--- src/rtl/irq_frame_pkg.sv ---
package irq_frame_pkg;

  localparam int unsigned PC_W     = 23;
  localparam int unsigned WORD_W   = 16;
  localparam int unsigned SR_W     = 8;
  localparam int unsigned LVL_W    = 4;
  localparam int unsigned IPL_LSB  = 5;
  localparam int unsigned IPL_W    = 3;
  localparam int unsigned PCHI_W   = PC_W - WORD_W;

  typedef enum logic [2:0] {
    ST_IDLE,
    ST_PUSH_LO,
    ST_PUSH_HI,
    ST_POP_HI,
    ST_POP_LO
  } seq_state_e;

  // Upper frame word: {status byte, extension bit, pc high bits}
  function automatic logic [WORD_W-1:0] pack_hi(
    input logic [SR_W-1:0] sr,
    input logic            ext,
    input logic [PC_W-1:0] pc
  );
    return {sr, ext, pc[PC_W-1:WORD_W]};
  endfunction

  function automatic logic [SR_W-1:0] hi_sr(input logic [WORD_W-1:0] w);
    return w[WORD_W-1 -: SR_W];
  endfunction

  function automatic logic hi_ext(input logic [WORD_W-1:0] w);
    return w[PCHI_W];
  endfunction

  function automatic logic [PCHI_W-1:0] hi_pc(input logic [WORD_W-1:0] w);
    return w[PCHI_W-1:0];
  endfunction

endpackage

--- src/rtl/irq_sp_unit.sv ---
module irq_sp_unit #(
  parameter int unsigned    SP_W     = 16,
  parameter logic [SP_W-1:0] SP_RESET = 16'h0800,
  parameter int unsigned    STEP     = 2
) (
  input  logic            clk,
  input  logic            rst_n,
  input  logic            inc,
  input  logic            dec,
  output logic [SP_W-1:0] sp,
  output logic [SP_W-1:0] push_addr,
  output logic [SP_W-1:0] pop_addr
);

  localparam logic [SP_W-1:0] STEP_V = SP_W'(STEP);

  logic [SP_W-1:0] sp_q;

  always_ff @(posedge clk) begin
    if (!rst_n)   sp_q <= SP_RESET;
    else if (inc) sp_q <= sp_q + STEP_V;
    else if (dec) sp_q <= sp_q - STEP_V;
  end

  assign sp        = sp_q;
  assign push_addr = sp_q;
  assign pop_addr  = sp_q - STEP_V;

  AST_SP_ONE_DIR: assert property (@(posedge clk) disable iff (!rst_n)
    !(inc && dec));
  AST_SP_PUSH_STEP: assert property (@(posedge clk) disable iff (!rst_n)
    inc |=> sp == $past(sp) + STEP_V);
  AST_SP_POP_STEP: assert property (@(posedge clk) disable iff (!rst_n)
    dec |=> sp == $past(sp) - STEP_V);

endmodule

--- src/rtl/irq_status_unit.sv ---
module irq_status_unit
  import irq_frame_pkg::*;
(
  input  logic             clk,
  input  logic             rst_n,
  input  logic             sw_we,
  input  logic [SR_W-1:0]  sw_data,
  input  logic             ld_entry,
  input  logic [LVL_W-1:0] entry_level,
  input  logic             ld_ret,
  input  logic [SR_W-1:0]  ret_sr,
  input  logic             ret_ext,
  output logic [SR_W-1:0]  sr,
  output logic             ext
);

  logic [SR_W-1:0] sr_q;
  logic            ext_q;

  always_ff @(posedge clk) begin
    if (!rst_n) begin
      sr_q  <= '0;
      ext_q <= 1'b0;
    end else if (ld_entry) begin
      sr_q[IPL_LSB +: IPL_W] <= entry_level[IPL_W-1:0];
      ext_q                  <= entry_level[LVL_W-1];
    end else if (ld_ret) begin
      sr_q  <= ret_sr;
      ext_q <= ret_ext;
    end else if (sw_we) begin
      sr_q  <= sw_data;
    end
  end

  assign sr  = sr_q;
  assign ext = ext_q;

  AST_ENTRY_LOADS_LEVEL: assert property (@(posedge clk) disable iff (!rst_n)
    ld_entry |=> (sr[IPL_LSB +: IPL_W] == $past(entry_level[IPL_W-1:0]))
                 && (ext == $past(entry_level[LVL_W-1])));
  AST_ENTRY_KEEPS_FLAGS: assert property (@(posedge clk) disable iff (!rst_n)
    ld_entry |=> sr[IPL_LSB-1:0] == $past(sr[IPL_LSB-1:0]));
  AST_SW_WRITE_NEXT: assert property (@(posedge clk) disable iff (!rst_n)
    (sw_we && !ld_entry && !ld_ret) |=> sr == $past(sw_data));
  AST_RET_OVER_SW: assert property (@(posedge clk) disable iff (!rst_n)
    ld_ret |=> (sr == $past(ret_sr)) && (ext == $past(ret_ext)));

endmodule

--- src/rtl/irq_seq_ctrl.sv ---
module irq_seq_ctrl
  import irq_frame_pkg::*;
#(
  parameter int unsigned SP_W = 16
) (
  input  logic              clk,
  input  logic              rst_n,
  input  logic              entry_req,
  input  logic [LVL_W-1:0]  entry_level,
  input  logic [PC_W-1:0]   entry_pc,
  input  logic              ret_req,
  input  logic [SR_W-1:0]   cur_sr,
  input  logic              cur_ext,
  input  logic [SP_W-1:0]   push_addr,
  input  logic [SP_W-1:0]   pop_addr,
  output logic              sp_inc,
  output logic              sp_dec,
  output logic              ld_entry,
  output logic [LVL_W-1:0]  ld_level,
  output logic              ld_ret,
  output logic [SR_W-1:0]   ret_sr,
  output logic              ret_ext,
  output logic              busy,
  output logic              entry_done,
  output logic              ret_done,
  output logic [PC_W-1:0]   ret_pc,
  output logic              mem_valid,
  input  logic              mem_ready,
  output logic              mem_we,
  output logic [SP_W-1:0]   mem_addr,
  output logic [WORD_W-1:0] mem_wdata,
  input  logic [WORD_W-1:0] mem_rdata
);

  seq_state_e        state_q, state_d;
  logic [PC_W-1:0]   pc_q;
  logic [LVL_W-1:0]  lvl_q;
  logic [SR_W-1:0]   snap_sr_q;
  logic              snap_ext_q;
  logic [WORD_W-1:0] hold_q;
  logic [PC_W-1:0]   ret_pc_q;
  logic              entry_done_q, ret_done_q;
  logic              idle, take_entry, take_ret, xfer;

  assign idle       = (state_q == ST_IDLE);
  assign take_entry = idle && entry_req;
  assign take_ret   = idle && ret_req && !entry_req;
  assign xfer       = mem_valid && mem_ready;

  always_comb begin
    state_d = state_q;
    unique case (state_q)
      ST_IDLE: begin
        if (take_entry)    state_d = ST_PUSH_LO;
        else if (take_ret) state_d = ST_POP_HI;
      end
      ST_PUSH_LO: if (xfer) state_d = ST_PUSH_HI;
      ST_PUSH_HI: if (xfer) state_d = ST_IDLE;
      ST_POP_HI:  if (xfer) state_d = ST_POP_LO;
      ST_POP_LO:  if (xfer) state_d = ST_IDLE;
      default:              state_d = ST_IDLE;
    endcase
  end

  always_ff @(posedge clk) begin
    if (!rst_n) begin
      state_q      <= ST_IDLE;
      pc_q         <= '0;
      lvl_q        <= '0;
      snap_sr_q    <= '0;
      snap_ext_q   <= 1'b0;
      hold_q       <= '0;
      ret_pc_q     <= '0;
      entry_done_q <= 1'b0;
      ret_done_q   <= 1'b0;
    end else begin
      state_q      <= state_d;
      entry_done_q <= xfer && (state_q == ST_PUSH_HI);
      ret_done_q   <= xfer && (state_q == ST_POP_LO);
      if (take_entry) begin
        pc_q       <= entry_pc;
        lvl_q      <= entry_level;
        snap_sr_q  <= cur_sr;
        snap_ext_q <= cur_ext;
      end
      if (xfer && state_q == ST_POP_HI) hold_q <= mem_rdata;
      if (xfer && state_q == ST_POP_LO) ret_pc_q <= {hi_pc(hold_q), mem_rdata};
    end
  end

  always_comb begin
    mem_valid = 1'b0;
    mem_we    = 1'b0;
    mem_wdata = '0;
    unique case (state_q)
      ST_PUSH_LO: begin
        mem_valid = 1'b1;
        mem_we    = 1'b1;
        mem_wdata = pc_q[WORD_W-1:0];
      end
      ST_PUSH_HI: begin
        mem_valid = 1'b1;
        mem_we    = 1'b1;
        mem_wdata = pack_hi(snap_sr_q, snap_ext_q, pc_q);
      end
      ST_POP_HI, ST_POP_LO: mem_valid = 1'b1;
      default: ;
    endcase
  end

  assign mem_addr   = mem_we ? push_addr : pop_addr;
  assign sp_inc     = xfer && mem_we;
  assign sp_dec     = xfer && !mem_we;
  assign ld_entry   = xfer && (state_q == ST_PUSH_HI);
  assign ld_level   = lvl_q;
  assign ld_ret     = xfer && (state_q == ST_POP_LO);
  assign ret_sr     = hi_sr(hold_q);
  assign ret_ext    = hi_ext(hold_q);
  assign busy       = !idle;
  assign entry_done = entry_done_q;
  assign ret_done   = ret_done_q;
  assign ret_pc     = ret_pc_q;

  AST_REQ_HELD: assert property (@(posedge clk) disable iff (!rst_n)
    (mem_valid && !mem_ready) |=> mem_valid && $stable(mem_we)
      && $stable(mem_addr) && $stable(mem_wdata));
  AST_DONE_IDLE: assert property (@(posedge clk) disable iff (!rst_n)
    (entry_done || ret_done) |-> !busy);
  AST_DONE_PULSE: assert property (@(posedge clk) disable iff (!rst_n)
    entry_done |=> !entry_done);
  AST_DONE_EXCL: assert property (@(posedge clk) disable iff (!rst_n)
    !(entry_done && ret_done));
  AST_BUSY_IGNORES: assert property (@(posedge clk) disable iff (!rst_n)
    (busy && !mem_valid) |-> 1'b0);

endmodule

--- src/rtl/irq_frame_seq.sv ---
module irq_frame_seq
  import irq_frame_pkg::*;
#(
  parameter int unsigned     SP_W     = 16,
  parameter logic [SP_W-1:0] SP_RESET = 16'h0800
) (
  input  logic              clk,
  input  logic              rst_n,
  input  logic              entry_req,
  input  logic [LVL_W-1:0]  entry_level,
  input  logic [PC_W-1:0]   entry_pc,
  input  logic              ret_req,
  input  logic              sw_sr_we,
  input  logic [SR_W-1:0]   sw_sr_data,
  output logic              busy,
  output logic              entry_done,
  output logic              ret_done,
  output logic [PC_W-1:0]   ret_pc,
  output logic [SR_W-1:0]   sr_low,
  output logic              ipl3,
  output logic [SP_W-1:0]   sp,
  output logic              mem_valid,
  input  logic              mem_ready,
  output logic              mem_we,
  output logic [SP_W-1:0]   mem_addr,
  output logic [WORD_W-1:0] mem_wdata,
  input  logic [WORD_W-1:0] mem_rdata
);

  localparam int unsigned STEP = WORD_W / 8;

  logic              sp_inc, sp_dec;
  logic [SP_W-1:0]   push_addr, pop_addr;
  logic              ld_entry, ld_ret, ret_ext;
  logic [LVL_W-1:0]  ld_level;
  logic [SR_W-1:0]   ret_sr;

  irq_sp_unit #(
    .SP_W     (SP_W),
    .SP_RESET (SP_RESET),
    .STEP     (STEP)
  ) i_sp (
    .clk       (clk),
    .rst_n     (rst_n),
    .inc       (sp_inc),
    .dec       (sp_dec),
    .sp        (sp),
    .push_addr (push_addr),
    .pop_addr  (pop_addr)
  );

  irq_status_unit i_status (
    .clk         (clk),
    .rst_n       (rst_n),
    .sw_we       (sw_sr_we),
    .sw_data     (sw_sr_data),
    .ld_entry    (ld_entry),
    .entry_level (ld_level),
    .ld_ret      (ld_ret),
    .ret_sr      (ret_sr),
    .ret_ext     (ret_ext),
    .sr          (sr_low),
    .ext         (ipl3)
  );

  irq_seq_ctrl #(
    .SP_W (SP_W)
  ) i_ctrl (
    .clk         (clk),
    .rst_n       (rst_n),
    .entry_req   (entry_req),
    .entry_level (entry_level),
    .entry_pc    (entry_pc),
    .ret_req     (ret_req),
    .cur_sr      (sr_low),
    .cur_ext     (ipl3),
    .push_addr   (push_addr),
    .pop_addr    (pop_addr),
    .sp_inc      (sp_inc),
    .sp_dec      (sp_dec),
    .ld_entry    (ld_entry),
    .ld_level    (ld_level),
    .ld_ret      (ld_ret),
    .ret_sr      (ret_sr),
    .ret_ext     (ret_ext),
    .busy        (busy),
    .entry_done  (entry_done),
    .ret_done    (ret_done),
    .ret_pc      (ret_pc),
    .mem_valid   (mem_valid),
    .mem_ready   (mem_ready),
    .mem_we      (mem_we),
    .mem_addr    (mem_addr),
    .mem_wdata   (mem_wdata),
    .mem_rdata   (mem_rdata)
  );

  AST_WRITE_AT_SP: assert property (@(posedge clk) disable iff (!rst_n)
    (mem_valid && mem_we) |-> mem_addr == sp);
  AST_READ_BELOW_SP: assert property (@(posedge clk) disable iff (!rst_n)
    (mem_valid && !mem_we) |-> mem_addr == sp - SP_W'(STEP));
  AST_SP_FROZEN: assert property (@(posedge clk) disable iff (!rst_n)
    (mem_valid && !mem_ready) |=> $stable(sp));

endmodule

--- config.mk ---
export PLATFORM = sky130hd
export DESIGN_NAME = irq_frame_seq
export DESIGN_NICKNAME = d
export VERILOG_FILES = /design/src/rtl/irq_frame_pkg.sv /design/src/rtl/irq_sp_unit.sv /design/src/rtl/irq_status_unit.sv /design/src/rtl/irq_seq_ctrl.sv /design/src/rtl/irq_frame_seq.sv
export SDC_FILE = /design/constraint.sdc
export NUM_CORES = 1
export LEC_CHECK = 0
export BUFFER_PORTS_ARGS = -buffer_cell sky130_fd_sc_hd__buf_2
export CAP_MARGIN = 20
export CORE_ASPECT_RATIO = 1.2
export CORE_MARGIN = 4
export CORE_UTILIZATION = 56
export CTS_BUF_LIST = sky130_fd_sc_hd__clkbuf_4 sky130_fd_sc_hd__clkbuf_8 sky130_fd_sc_hd__clkbuf_16
export DETAILED_ROUTE_END_ITERATION = 10
export HOLD_SLACK_MARGIN = 0.03
export PLACE_DENSITY_LB_ADDON = 0.3
export REMOVE_ABC_BUFFERS = 1
export SLEW_MARGIN = 25
export SYNTH_ARGS = -nofsm -noshare
export SYNTH_HDL_FRONTEND = slang
export SYNTH_SLANG_ARGS = --single-unit
--- constraint.sdc ---
create_clock -name clk -period 4.8 [get_ports clk]
set_clock_uncertainty 0.05 [all_clocks]
set_input_delay 0.48 -clock clk [delete_from_list [all_inputs] [get_ports clk]]
set_output_delay 0.48 -clock clk [all_outputs]
set_load 0.02 [all_outputs]
==> flow_summary_export.csv <==
group,metric,value,unit
drt,drt_wl_total,12400,µm
floorplan,dieArea,10000,µm²
yosys,synth_edf_count,0,
global_route,grtUsageTotal,24.3,%
floorplan,rows,36,
run_status,status,"finished clean",
timing,fmax,334,MHz
yosys,synthCells,620,
drt,first_pass_iters,7,
pwr,total_power,2.16,mW
placed_design,dpl_worst_slack,2.12,ns
timing,post-route-period-util,62.4,%
yosys,ys_ff_latch,104,
placed_design,place.gp.congestion,0.919,
worst_setup_path,crit_path_cell_trace,"buf_4 -> inv_1 -> a21o_1 -> or3_1 -> xnor2_1 -> buf_2",
timing,setup_slack,1.81,ns
placed_design,dp_hpwl,8550,µm
worst_setup_path,cp-start-kind,"flop",
yosys,ys_types,53,
cells_and_area,final_common_cell,"nand2_1",
clocking,clkSlewWorstSetupHoldPaths,0.10,ns
cells_and_area,area_delta_synth_final,17.5,%
clocking,root_buffer,"clkbuf_8",
worst_setup_path,crit_path_max_incr_delay,0.61,ns
worst_setup_path,crit_required,4.27,ns
cells_and_area,insertedDiodeCount,0,
timing,drv_slew,0,
global_route,grt_max_degree,50,
floorplan,core_area,8200,µm²
timing,setup_viol,0,
global_route,antenna_found_initial,1,
drt,drcViolationCount,0,
pwr,p_per_area,389,nW/µm²
placed_design,dp_cells,829,
yosys,netlist_area,4740,µm²
clocking,clock-sinks,104,
clocking,postCtsSetupBuffers,0,
worst_setup_path,crit_start,"i_ctrl.state_q[2]$_SDFFE_PN0P_",
timing,rsz0062_at_grt,"false",
yosys,syn_avg_cell_area,7.64,µm²
cells_and_area,seq_area,2080,µm²
global_route,grt_overflow_total,0,
floorplan,fp.dieW,92.0,µm
cells_and_area,nNetsFinal,785,
placed_design,io_buffers,139,
worst_hold_path,hold_start,"entry_pc[5]",
drt,ant_nets,0,
floorplan,ios,142,
pwr,leakage,2.32,nW
yosys,netlist.area_leader.share,44.0,%
clocking,cts_max_level,3,
clocking,cts_buffers,9,
timing,finalCriticalPeriod,2.99,ns
clocking,hold_buffers,0,
worst_setup_path,critPathKind,"reg -> out",
drt,avgViaCountPerCell,5.49,
timing,slew_headroom,41.6,%
yosys,synth_area_leaders,"dfxtp_1 44%, nand2_1 14%, a21oi_1 9.5%",
pwr,ir_worst_vdd,0.254,mV
cells_and_area,layout_common_cells,"178 x nand2_1, 139 x buf_2, 104 x dfxtp_1, 90 x a21oi_1, 46 x nor2_1",
drt,vias,4643,
cells_and_area,drive_gt1_share,23.9,%
worst_setup_path,worst_setup_path_end_kind,"output port",
worst_hold_path,hold_class,"in -> reg",
drt,drt_iter0_drc,322,
clocking,worstSkewPairLatency,0.37,ns
timing,tightest_slew,0.873,ns
worst_setup_path,critPathMaxFanout,24,
cells_and_area,final_cells,845,
timing,setup_tns,0,ns
worst_setup_path,r2r-start,"i_ctrl.state_q[2]$_SDFFE_PN0P_",
global_route,grt_pass1_vias,4279,
clocking,cts_tree,"yes",
cells_and_area,multi_input_area,2410,µm²
timing,finalHoldViolCount,0,
clocking,cts.path.max_buffers,2,
yosys,yosys_warnings,0,
drt,wl_per_cell,14.6,µm
flow_run,max_cap_viol_count,0,
clocking,cts.repair.resized,0,
worst_setup_path,worstPathArrival,2.46,ns
yosys,yosys.area.top_type,"dfxtp_1",
global_route,grt_first_pass_wirelength,19800,µm
yosys,synth_flop_cell,"dfxtp_1",
yosys,synthArstFlopShare,0,%
floorplan,start_util,57.8,%
floorplan,dieHeight,109,µm
yosys,yosysSeqAreaShare,44.0,%
worst_setup_path,cp_slowest_cell,"dfxtp_1",
cells_and_area,n_fill_cell,745,
cells by family (layout without fill, tap and decap cells):
logic type | count (synthesis) | after routing | synth area share [%]
AND/OR/NAND/NOR | 289 | 289 | 26.4
XOR/XNOR | 22 | 22 | 4.23
adder cells (fa/ha/maj) | 2 | 2 | 0.528
AO/OA/AOI/OAI | 137 | 137 | 17.3
multiplexers | 9 | 9 | 1.98
buffers and inverters | 56 | 166 | 5.52
flip-flops | 104 | 104 | 44.0
other | 1 | 2 | 0.0792
through the flow:
step | hold slack (ns) | instance area [µm²] | util, %
2_1_floorplan | 0.382 | 4510 | -
3_3_place_gp | 0.387 | 5370 | 65.5
3_5_place_dp | 0.394 | 5380 | 65.6
4_1_cts | 0.267 | 5560 | 67.8
5_1_grt | 0.268 | 5570 | 67.9
6_report | 0.283 | 5570 | 67.9
report_power, final:
group / total [mW] / leakage [nW] / switching (mW) / internal [mW]
registers: 0.984 / 0.845 / 0.0692 / 0.915
clock network: 0.517 / 0.0912 / 0.308 / 0.209
logic: 0.661 / 1.39 / 0.426 / 0.235
total: 2.16 / 2.32 / 0.804 / 1.36
worst max-delay path: cells and delay by family (launching register included):
kind	cells	cell delay [ns]
xor gates and xnor gates	1	0.17
buffers and inverters	3	0.73
AOI/OAI and AO/OA	1	0.22
and+or+nand+nor	1	0.34
DFF	1	0.61
sequential cells by signal (all words and copies together), names as in the netlist:
signal / flops
i_ctrl.entry_done: 1
i_ctrl.hold_q: 16
i_ctrl.ld_level: 4
i_ctrl.pc_q: 23
i_ctrl.ret_done: 1
i_ctrl.ret_pc: 23
i_ctrl.snap_ext_q: 1
i_ctrl.snap_sr_q: 8
i_ctrl.state_q: 3
i_sp.push_addr: 15
i_status.ext: 1
i_status.sr: 8
per-layer routing:
metal,GRT usage (%),vias to the layer above,part of all wire [%]
met5,0,-,0.097
met2,41.1,192,49
li1,-,2297,-
met3,6.49,25,8.0
met1,29.5,2127,41
met4,9.98,2,2.1
final timing paths:
check,to,slack (ns),depth (start not counted)
max reg2reg,i_sp.push_addr[11]$_SDFFE_PN1P_,2.48,6
max,mem_addr[13],1.81,6
min,i_ctrl.pc_q[5]$_SDFFE_PN0P_,0.28,3
min reg2reg,i_ctrl.ret_pc[22]$_SDFFE_PN0N_,0.41,2
final cells by class:
class                           count  share of cell area (%)
Clock buffer                       10                    2.47
Clock inverter                      6                   0.877
Inverter                            8                   0.540
Multi-Input combinational cell    461                    43.2
Sequential cell                   104                    37.4
Tap cell                          114                    2.56
Timing Repair Buffer              142                    12.9
cell usage after synthesis, drive strengths merged, types with 3 or more instances:
| cell | count |
|---|---|
| a21oi | 90 |
| a222oi | 3 |
| a22oi | 16 |
| a311oi | 6 |
| and2 | 4 |
| and3 | 5 |
| buf | 14 |
| clkbuf | 33 |
| dfxtp | 104 |
| inv | 8 |
| mux2 | 3 |
| mux2i | 6 |
| nand2 | 179 |
| nand2b | 7 |
| nand3 | 12 |
| nand4 | 6 |
| nor2 | 48 |
| nor3 | 4 |
| nor4 | 5 |
| o211ai | 3 |
| o21ai | 8 |
| or3 | 5 |
| xnor2 | 14 |
| xor2 | 8 |
No activity file was read; power rests on OpenSTA's default activity.
